### src/rtl/srg_pkg.sv
package srg_pkg;
  localparam int NUM_SRC = 4;
  localparam int SEL_W   = $clog2(NUM_SRC);

  typedef enum logic [SEL_W-1:0] {
    SRC_PIN_S = 2'd0,
    SRC_REF   = 2'd1,
    SRC_PIN_R = 2'd2,
    SRC_PIN_X = 2'd3
  } srg_src_e;
endpackage

### src/rtl/srg_rst_sync.sv
module srg_rst_sync #(
  parameter int STAGES = 2
) (
  input  logic clk,
  input  logic rst_n,
  output logic rst_n_sync_o
);
  logic [STAGES-1:0] chain_q;
  logic [STAGES-1:0] chain_d;

  always_comb chain_d = {chain_q[STAGES-2:0], 1'b1};

  always_ff @(posedge clk or negedge rst_n) begin
    if (!rst_n) chain_q <= '0;
    else        chain_q <= chain_d;
  end

  assign rst_n_sync_o = chain_q[STAGES-1];
endmodule

### src/rtl/srg_edge_sel.sv
module srg_edge_sel #(
  parameter int N      = 4,
  parameter int SYNC   = 2,
  localparam int SEL_W = $clog2(N)
) (
  input  logic             clk,
  input  logic             rst_n,
  input  logic [N-1:0]     raw_i,
  input  logic [N-1:0]     pol_i,
  input  logic [SEL_W-1:0] sel_i,
  output logic             act_o,
  output logic             opp_o
);
  logic [N-1:0] sampled;
  logic [N-1:0] prev_q;
  logic [N-1:0] rise;
  logic [N-1:0] fall;

  for (genvar i = 0; i < N; i++) begin : g_in
    logic [SYNC-1:0] chain_q;
    logic [SYNC-1:0] chain_d;

    always_comb chain_d = {chain_q[SYNC-2:0], raw_i[i]};

    always_ff @(posedge clk or negedge rst_n) begin
      if (!rst_n) chain_q <= '0;
      else        chain_q <= chain_d;
    end

    assign sampled[i] = chain_q[SYNC-1];
    assign rise[i]    = sampled[i] & ~prev_q[i];
    assign fall[i]    = ~sampled[i] & prev_q[i];
  end

  always_ff @(posedge clk or negedge rst_n) begin
    if (!rst_n) prev_q <= '0;
    else        prev_q <= sampled;
  end

  always_comb begin
    act_o = pol_i[sel_i] ? fall[sel_i] : rise[sel_i];
    opp_o = pol_i[sel_i] ? rise[sel_i] : fall[sel_i];
  end

  AST_ONE_EDGE_KIND: assert property (@(posedge clk) disable iff (!rst_n)
    $onehot0({act_o, opp_o}));
endmodule

### src/rtl/srg_divider.sv
module srg_divider #(
  parameter int DIV_W = 8,
  parameter int SEL_W = 2
) (
  input  logic             clk,
  input  logic             rst_n,
  input  logic             run_i,
  input  logic             act_i,
  input  logic             opp_i,
  input  logic [DIV_W-1:0] div_req_i,
  input  logic [SEL_W-1:0] sel_req_i,
  output logic [SEL_W-1:0] sel_act_o,
  output logic             clkg_o,
  output logic             tick_o
);
  logic             running_q, running_d;
  logic             clkg_q, clkg_d;
  logic             tick_q, tick_d;
  logic [DIV_W-1:0] hcnt_q, hcnt_d;
  logic [DIV_W-1:0] div_act_q, div_act_d;
  logic [SEL_W-1:0] sel_act_q, sel_act_d;

  always_comb begin
    running_d = running_q;
    clkg_d    = clkg_q;
    tick_d    = 1'b0;
    hcnt_d    = hcnt_q;
    div_act_d = div_act_q;
    sel_act_d = sel_act_q;
    if (!run_i) begin
      running_d = 1'b0;
      clkg_d    = 1'b0;
      hcnt_d    = div_req_i;
      div_act_d = div_req_i;
      sel_act_d = sel_req_i;
    end else if (!running_q) begin
      hcnt_d    = div_req_i;
      div_act_d = div_req_i;
      sel_act_d = sel_req_i;
      if (act_i) begin
        running_d = 1'b1;
        clkg_d    = 1'b1;
        tick_d    = 1'b1;
      end
    end else if (act_i || opp_i) begin
      if (hcnt_q == '0) begin
        clkg_d = ~clkg_q;
        if (!clkg_q) begin
          tick_d    = 1'b1;
          div_act_d = div_req_i;
          sel_act_d = sel_req_i;
          hcnt_d    = div_req_i;
        end else begin
          hcnt_d = div_act_q;
        end
      end else begin
        hcnt_d = hcnt_q - 1'b1;
      end
    end
  end

  always_ff @(posedge clk or negedge rst_n) begin
    if (!rst_n) begin
      running_q <= 1'b0;
      clkg_q    <= 1'b0;
      tick_q    <= 1'b0;
      hcnt_q    <= '0;
      div_act_q <= '0;
      sel_act_q <= '0;
    end else begin
      running_q <= running_d;
      clkg_q    <= clkg_d;
      tick_q    <= tick_d;
      hcnt_q    <= hcnt_d;
      div_act_q <= div_act_d;
      sel_act_q <= sel_act_d;
    end
  end

  assign sel_act_o = sel_act_q;
  assign clkg_o    = clkg_q;
  assign tick_o    = tick_q;

  AST_IDLE_QUIET: assert property (@(posedge clk) disable iff (!rst_n)
    !run_i |=> (!clkg_q && !tick_q));
  AST_TICK_ON_RISE: assert property (@(posedge clk) disable iff (!rst_n)
    $rose(clkg_q) |-> tick_q);
  AST_TICK_ONLY_RISE: assert property (@(posedge clk) disable iff (!rst_n)
    tick_q |-> (clkg_q && !$past(clkg_q)));
  AST_CFG_HELD: assert property (@(posedge clk) disable iff (!rst_n)
    ($past(run_i) && $past(running_q) && !tick_q) |->
      ($stable(div_act_q) && $stable(sel_act_q)));
  AST_TOGGLE_NEEDS_EDGE: assert property (@(posedge clk) disable iff (!rst_n)
    ($past(run_i) && !$stable(clkg_q)) |-> $past(act_i || opp_i));
endmodule

### src/rtl/srg_clkgen.sv
module srg_clkgen
  import srg_pkg::*;
#(
  parameter int DIV_W       = 8,
  parameter int SYNC_STAGES = 2
) (
  input  logic             clk,
  input  logic             rst_n,
  input  logic             cfg_we_i,
  input  logic [DIV_W-1:0] cfg_div_i,
  input  logic             cfg_src_hi_i,
  input  logic             cfg_src_lo_i,
  input  logic             cfg_pol_s_i,
  input  logic             cfg_pol_x_i,
  input  logic             cfg_pol_r_i,
  input  logic             cfg_sync_i,
  input  logic             cfg_run_i,
  input  logic             ref_clk_i,
  input  logic             pin_clks_i,
  input  logic             pin_clkx_i,
  input  logic             pin_clkr_i,
  output logic             clkg_o,
  output logic             clkg_tick_o,
  output logic             sync_mode_o,
  output logic             run_o
);
  logic rst_n_s;

  logic [DIV_W-1:0]   div_q, div_d;
  logic [SEL_W-1:0]   sel_q, sel_d;
  logic [2:0]         pol_q, pol_d;
  logic               sync_q, sync_d;
  logic               run_q, run_d;

  logic [NUM_SRC-1:0] raw_vec;
  logic [NUM_SRC-1:0] pol_vec;
  logic [SEL_W-1:0]   sel_act;
  logic               act_evt;
  logic               opp_evt;

  srg_rst_sync #(.STAGES(SYNC_STAGES)) u_rst (
    .clk          (clk),
    .rst_n        (rst_n),
    .rst_n_sync_o (rst_n_s)
  );

  always_comb begin
    div_d  = div_q;
    sel_d  = sel_q;
    pol_d  = pol_q;
    sync_d = sync_q;
    run_d  = run_q;
    if (cfg_we_i) begin
      div_d  = cfg_div_i;
      sel_d  = {cfg_src_hi_i, cfg_src_lo_i};
      pol_d  = {cfg_pol_x_i, cfg_pol_r_i, cfg_pol_s_i};
      sync_d = cfg_sync_i;
      run_d  = cfg_run_i;
    end
  end

  always_ff @(posedge clk or negedge rst_n_s) begin
    if (!rst_n_s) begin
      div_q  <= '0;
      sel_q  <= '0;
      pol_q  <= '0;
      sync_q <= 1'b0;
      run_q  <= 1'b0;
    end else begin
      div_q  <= div_d;
      sel_q  <= sel_d;
      pol_q  <= pol_d;
      sync_q <= sync_d;
      run_q  <= run_d;
    end
  end

  always_comb begin
    raw_vec            = '0;
    pol_vec            = '0;
    raw_vec[SRC_PIN_S] = pin_clks_i;
    raw_vec[SRC_REF]   = ref_clk_i;
    raw_vec[SRC_PIN_R] = pin_clkr_i;
    raw_vec[SRC_PIN_X] = pin_clkx_i;
    pol_vec[SRC_PIN_S] = pol_q[0];
    pol_vec[SRC_REF]   = 1'b0;
    pol_vec[SRC_PIN_R] = pol_q[1];
    pol_vec[SRC_PIN_X] = pol_q[2];
  end

  srg_edge_sel #(.N(NUM_SRC), .SYNC(SYNC_STAGES)) u_edge (
    .clk   (clk),
    .rst_n (rst_n_s),
    .raw_i (raw_vec),
    .pol_i (pol_vec),
    .sel_i (sel_act),
    .act_o (act_evt),
    .opp_o (opp_evt)
  );

  srg_divider #(.DIV_W(DIV_W), .SEL_W(SEL_W)) u_div (
    .clk       (clk),
    .rst_n     (rst_n_s),
    .run_i     (run_q),
    .act_i     (act_evt),
    .opp_i     (opp_evt),
    .div_req_i (div_q),
    .sel_req_i (sel_q),
    .sel_act_o (sel_act),
    .clkg_o    (clkg_o),
    .tick_o    (clkg_tick_o)
  );

  assign sync_mode_o = sync_q;
  assign run_o       = run_q;

  AST_SYNC_READBACK: assert property (@(posedge clk) disable iff (!rst_n_s)
    $past(cfg_we_i) |-> (sync_mode_o == $past(cfg_sync_i)));
  AST_RUN_READBACK: assert property (@(posedge clk) disable iff (!rst_n_s)
    $past(cfg_we_i) |-> (run_o == $past(cfg_run_i)));
endmodule

### config.mk
export PLATFORM = sky130hd
export DESIGN_NAME = srg_clkgen
export DESIGN_NICKNAME = d
export VERILOG_FILES = /design/src/rtl/srg_pkg.sv /design/src/rtl/srg_rst_sync.sv /design/src/rtl/srg_edge_sel.sv /design/src/rtl/srg_divider.sv /design/src/rtl/srg_clkgen.sv
export SDC_FILE = /design/constraint.sdc
export NUM_CORES = 1
export LEC_CHECK = 0
export BUFFER_PORTS_ARGS = -buffer_cell sky130_fd_sc_hd__buf_2
export CAP_MARGIN = 30
export CORE_UTILIZATION = 60
export CTS_BUF_LIST = sky130_fd_sc_hd__clkbuf_8
export CTS_CLUSTER_SIZE = 14
export DETAILED_ROUTE_END_ITERATION = 10
export PLACE_DENSITY_LB_ADDON = 0.15
export REMOVE_ABC_BUFFERS = 1
export SETUP_SLACK_MARGIN = 0.02
export SYNTH_ARGS = -nofsm -noshare
export SYNTH_HDL_FRONTEND = slang
export SYNTH_SLANG_ARGS = --single-unit
### constraint.sdc
create_clock -name clk -period 1.9 [get_ports clk]
set_clock_uncertainty 0.05 [all_clocks]
set_input_delay 0.095 -clock clk [delete_from_list [all_inputs] [get_ports clk]]
set_output_delay 0.095 -clock clk [all_outputs]
set_load 0.01 [all_outputs]
# Yosys cells after proc, flatten, opt, wreduce, memory -nomap -nowiden
# Index checks and enable logic that the tools add are counted.
# classes
bitwise	17
n_addsub	1
reduce_logical	5
eq_ne	4
n_lt_le_gt_ge	1
n_mux	35
# ops
op	n
8-bit 2-to-1 mux	9
1-bit 2-to-1 mux	18
2-bit 2-to-1 mux	5
3-bit inequality test, second input constant	3
1-bit inverter	9
1-bit AND	8
8-bit logical NOT	1
8-bit by 1-bit subtractor with 8-bit output, second input constant	1
1-bit binary-select mux with 2-bit select	3
3-bit AND reduction	2
2-bit by 3-bit less-than comparator with 1-bit output, second input constant	1
3-bit by 1-bit inequality test with 1-bit output, second input constant	1
2-bit AND reduction	1
1-bit logical OR	1
# totals
output_inout_bits	4
in_bits	22
elab_cells	80
ff_bits	50

# Depth between registers and ports, before layout
# logic_depth
ltp_word	9
mapped_depth	8
ltp_nobuf	7

# Hierarchy
# A second synthesis with hierarchy kept.
# unflattened
hier_cells	177
area_unflattened_um2	2317.2
# modules_own_cells
mod	cells_each	area_per_inst_um2	n_inst	seq_area_each_um2
srg_divider	116	1194.9	1	525.5
srg_clkgen	33	616.8	1	375.4
srg_edge_sel	25	451.7	1	300.3
srg_rst_sync	3	53.8	1	50.0

# Worst setup path before layout
# No wires, ideal clock.
# synth_timing
kind	reg2reg
from	register u_div.hcnt_q[0]
to	register u_div.div_act_q[0]
required_ns	1.725
synth_period_minus_slack_ns	1.910
arrival_ns	1.735
stages_incl_launch_ff	8
setup_slack_ns	-0.010
cell_sequence	dfrtp_1 inv_1 ha_1 nor3b_1 nand2_1 nor2_1 a21oi_4 mux2_2
# synth_between
elab_chain_cells	3
# synth_lines
item	line_no	source
start: declaration	srg_divider.sv:19	logic [DIV_W-1:0] hcnt_q, hcnt_d;
start signal: assignment	srg_divider.sv:74	hcnt_q <= hcnt_d;
8-bit logical NOT	srg_divider.sv:46	if (hcnt_q == '0) begin
3-bit inequality test (no source line)	n/a	
2-bit AND reduction (no source line)	n/a	
end signal: assignment	srg_divider.sv:75	div_act_q <= div_act_d;
end: declaration	srg_divider.sv:20	logic [DIV_W-1:0] div_act_q, div_act_d;
# Every way passes these cells.
# A chain may end at the register's enable or synchronous reset.

# Worst setup path in the final report
# layout_timing
from	register u_edge.g_in[3].chain_q[1]
to	register u_div.clkg_q, in the netlist u_div.clkg_o
# layout_between
elab_chain_cells	8
elab_cells_between_ends	13
classes_between	eq/ne (2); mux (6); bitwise (3); reduce/logical (2)
# layout_lines
item	line_no	source
start: declaration	srg_edge_sel.sv:20	logic [SYNC-1:0] chain_q;
start signal: assignment	srg_edge_sel.sv:27	else chain_q <= chain_d;
1-bit inverter	srg_edge_sel.sv:32	assign fall[i] = ~sampled[i] & prev_q[i];
1-bit AND	srg_edge_sel.sv:32	
1-bit binary-select mux with 2-bit select	srg_edge_sel.sv:41, srg_edge_sel.sv:42	
1-bit 2-to-1 mux (not written as such)	srg_edge_sel.sv:41, srg_edge_sel.sv:42	
1-bit 2-to-1 mux (on tied branches)	srg_edge_sel.sv:41, srg_edge_sel.sv:42	
1-bit logical OR	srg_divider.sv:45	end else if (act_i || opp_i) begin
3-bit inequality test (no source line)	n/a	
3-bit AND reduction (no source line) *	n/a	
end signal: assignment	srg_divider.sv:72	clkg_q <= clkg_d;
end: declaration	srg_divider.sv:17	logic clkg_q, clkg_d;
# Every way passes the cells marked *; elsewhere a longest branch is shown, timed or not. The select of a mux whose other input is x is not followed.

==> out/metrics.cfg <==
[outcome]
status=complete, but fails checks
violations=setup timing

[worst_setup_path]
slowest_delay_ns=0.50
cp_data_required_time_ns=2.08
crit_fanout=5
cp_num_buf_inv=0
arrival_ns=2.09
path_cells=nand2b_1 > mux4_2 > and2_4 > or3_4 > a31oi_1
r2r_slack_ns=-0.01
r2r_end=u_div.clkg_o
start_kind=flop
slowest_stage=mux4_2
crit_family=simple AND/OR/NAND/NOR gates
startpoint=u_edge.g_in[3].chain_q[1]
r2r_start=u_edge.g_in[3].chain_q[1]
reg2regPathDepth=5
crit_cells=5
critPathCaptureType=flop
worstSetupPathType=flop to flop

[synth]
syn_area_sq_um=2237
synth-seq-area-share_pct=55.93
synth_edf_count=0
synth_seq_cells=50
synth.area.top_cells=dfrtp_1 56%, mux2_2 15%, a21oi_1 4.3%
ys_warn_count=0
syn_area_per_cell_sq_um=12.50
async_flop_share_pct=100.0
syn_inst=179
synth_top_area_share_pct=55.93
yosysTopAreaCell=dfrtp_1
synth_flop_cell=dfrtp_1
synth.most_common_cell=dfrtp_1
netlist_top_cells_count=50 x dfrtp_1, 30 x mux2_2, 19 x a21oi_1, 11 x nand2_1, 8 x nand2b_1
ys_types=36

[finish]
nFillCells=195
drive_gt1_share_pct=41.08
antenna_cells=0
seqCellArea_sq_um=1252
multi_input_area_sq_um=987.2
area_growth_pct=28.47
design_area_sq_um=2874
post-route-util_pct=83.50
nets=264

[die]
initial_core_util_pct=64.99
core-area_sq_um=3442
rows=21
die_h_um=63.06
fp.dieArea_sq_um=3977
ios=26
die_w_um=63.06

[clock_tree]
h-tree-depth=2
clock_sinks=50
insertion_delay_ns=0.31
cts_buffers=5
clockRootBuffer=clkbuf_8
cts_tree=done
clk_pin_slew_ns=0.09
clockBufferDepth=2

[global_routing]
grt_overflow=0
grt_max_degree=27
first_global_vias=1781
groute.usage.overall_pct=28.66
antenna_found_initial=0
grt_pass1_wl_mm=8.383

[timing]
tns_ns=-0.01237
slew_headroom_pct=66.31
setup_slack_ns=-0.01237
worstMarginPinSlew_ns=0.5054
slew_viol_final=0
max_freq_mhz=522.9
rsz0062_at_grt=true
fin_crit_ns=1.912
hold_viol=0
setup_viol=1
min_period_over_period_pct=100.7

[pwr]
power_uw=2756
power_density_nw_per_um2=958.9
ir_drop_mv=0.6934
leakage_uw=0.001255

[detailed_routing]
first_pass_iters=4
drt-vias-per-instance=5.780
wl_per_cell_um=17.61
wirelength_mm=5.055
drt_iter0_markers=181
antenna_left=0
num_vias=1659
drc_errors=0

[placement]
dpl-instance-area_sq_um=2509
io_buffers=25
routabilityCongestion=0.9710
dp_hpwl_mm=3.121

[min_path]
hp-class=input pin to async pin

[run]
drv_cap=0

==> worst max-delay path by stage <==
stage                                     to  slack (ns)
final                           u_div.clkg_o       -0.01
after detailed placement        u_div.clkg_o       -0.04
after CTS                       u_div.clkg_o        0.02
after floorplan           u_div.div_act_q[0]       -0.19
after global placement          u_div.clkg_o        0.07
after global routing            u_div.clkg_o       -0.07
==> power by group <==
part / leakage [uW] / switching (uW) / internal [uW]
logic: 0.000617 / 355 / 390
clock network: 0.0000514 / 367 / 300
registers: 0.000587 / 147 / 1200
==> what timing repair did <==
item | 4_1_cts | 5_1_grt
pin swaps | 2 | 4
hold endpoints to repair | 21 | 0
resized for setup | 1 | 12
setup buffers | 2 | 0
endpoints found under the setup margin | 2 | 20
hold buffers | 20 | 0
==> layer usage <==
metal	vias to the layer above	track usage (%)	wire length, um	share of wire (%)
met3	13	5.254	192	3.8
met1	819	36.69	2175	43
met4	0	13.08	128	2.5
met5	-	0	0	0
met2	63	47.31	2559	51
li1	764	-	-	-
==> sequential cells by signal (all words and copies together) (netlist names) <==
signal and count:
div_q 8, u_div.div_act_q 8, u_div.hcnt_q 8, u_edge.g_in.chain_q 8, u_edge.prev_q 4, pol_q 3, sel_q 2, u_div.sel_act_o 2
u_rst.chain_q 2, run_o 1, sync_mode_o 1, u_div.clkg_o 1, u_div.running_q 1, u_div.tick_o 1
==> through the flow <==
stage	hold slack (ns)	cells	setup slack (ns)
6_report	0.02803	287	-0.01237
5_1_grt	0.02674	287	-0.07296
4_1_cts	0.03351	287	0.01798
3_5_place_dp	-0.1675	257	-0.03786
3_3_place_gp	-0.1683	257	0.06500
2_1_floorplan	-0.2506	171	-0.1894
==> worst register-to-register path: cells and delay by family, from the launching register on <==
family | cells | cell delay, ns
flops | 1 | 0.40
compound gates | 1 | 0.15
mux | 1 | 0.50
simple gates | 3 | 0.73
==> layout by cell type (no fill, tap or decap), types with 2 or more instances in the layout <==
master / Yosys / routed
nor2_1: 5 / 4
xnor2_1: 3 / 3
ha_1: 2 / 2
dfrtp_1: 50 / 49
o211ai_1: 4 / 4
inv_1: 3 / 3
clkbuf_8: 0 / 6
clkinv_4: 0 / 2
mux2_2: 30 / 30
a21oi_1: 19 / 13
nand2b_1: 8 / 7
mux2i_1: 4 / 4
a31oi_1: 3 / 3
buf_2: 0 / 25
dlygate4sd3_1: 0 / 20
nor3_1: 2 / 2
mux4_2: 2 / 2
buf_4: 0 / 16
o21ai_0: 4 / 3
o31ai_1: 2 / 2
nand2_1: 11 / 11
a21oi_2: 0 / 6
==> cells by family (layout without fill, tap and decap cells) <==
kind of cell / after synthesis / count (layout) / synth area share [%]
AOI/OAI and AO/OA: 40 / 40 / 11.41
xor gates and xnor gates: 4 / 4 / 1.566
adders and majority gates: 2 / 2 / 1.118
buffers and inverters: 11 / 73 / 2.181
DFF: 50 / 50 / 55.93
muxes: 36 / 36 / 18.90
other: 1 / 1 / 0.1676
and+or+nand+nor: 35 / 35 / 8.725
==> layout make-up <==
cell class              count  share of cell area, %
multi-input cells         118                  34.35
inverters                   3                 0.3918
clock buffers               6                  2.873
well taps                  46                  2.003
clock inverters             2                 0.6095
flip-flops and latches     50                  43.58
repair buffers             62                  16.20
No activity file was read; power rests on OpenSTA's default activity.
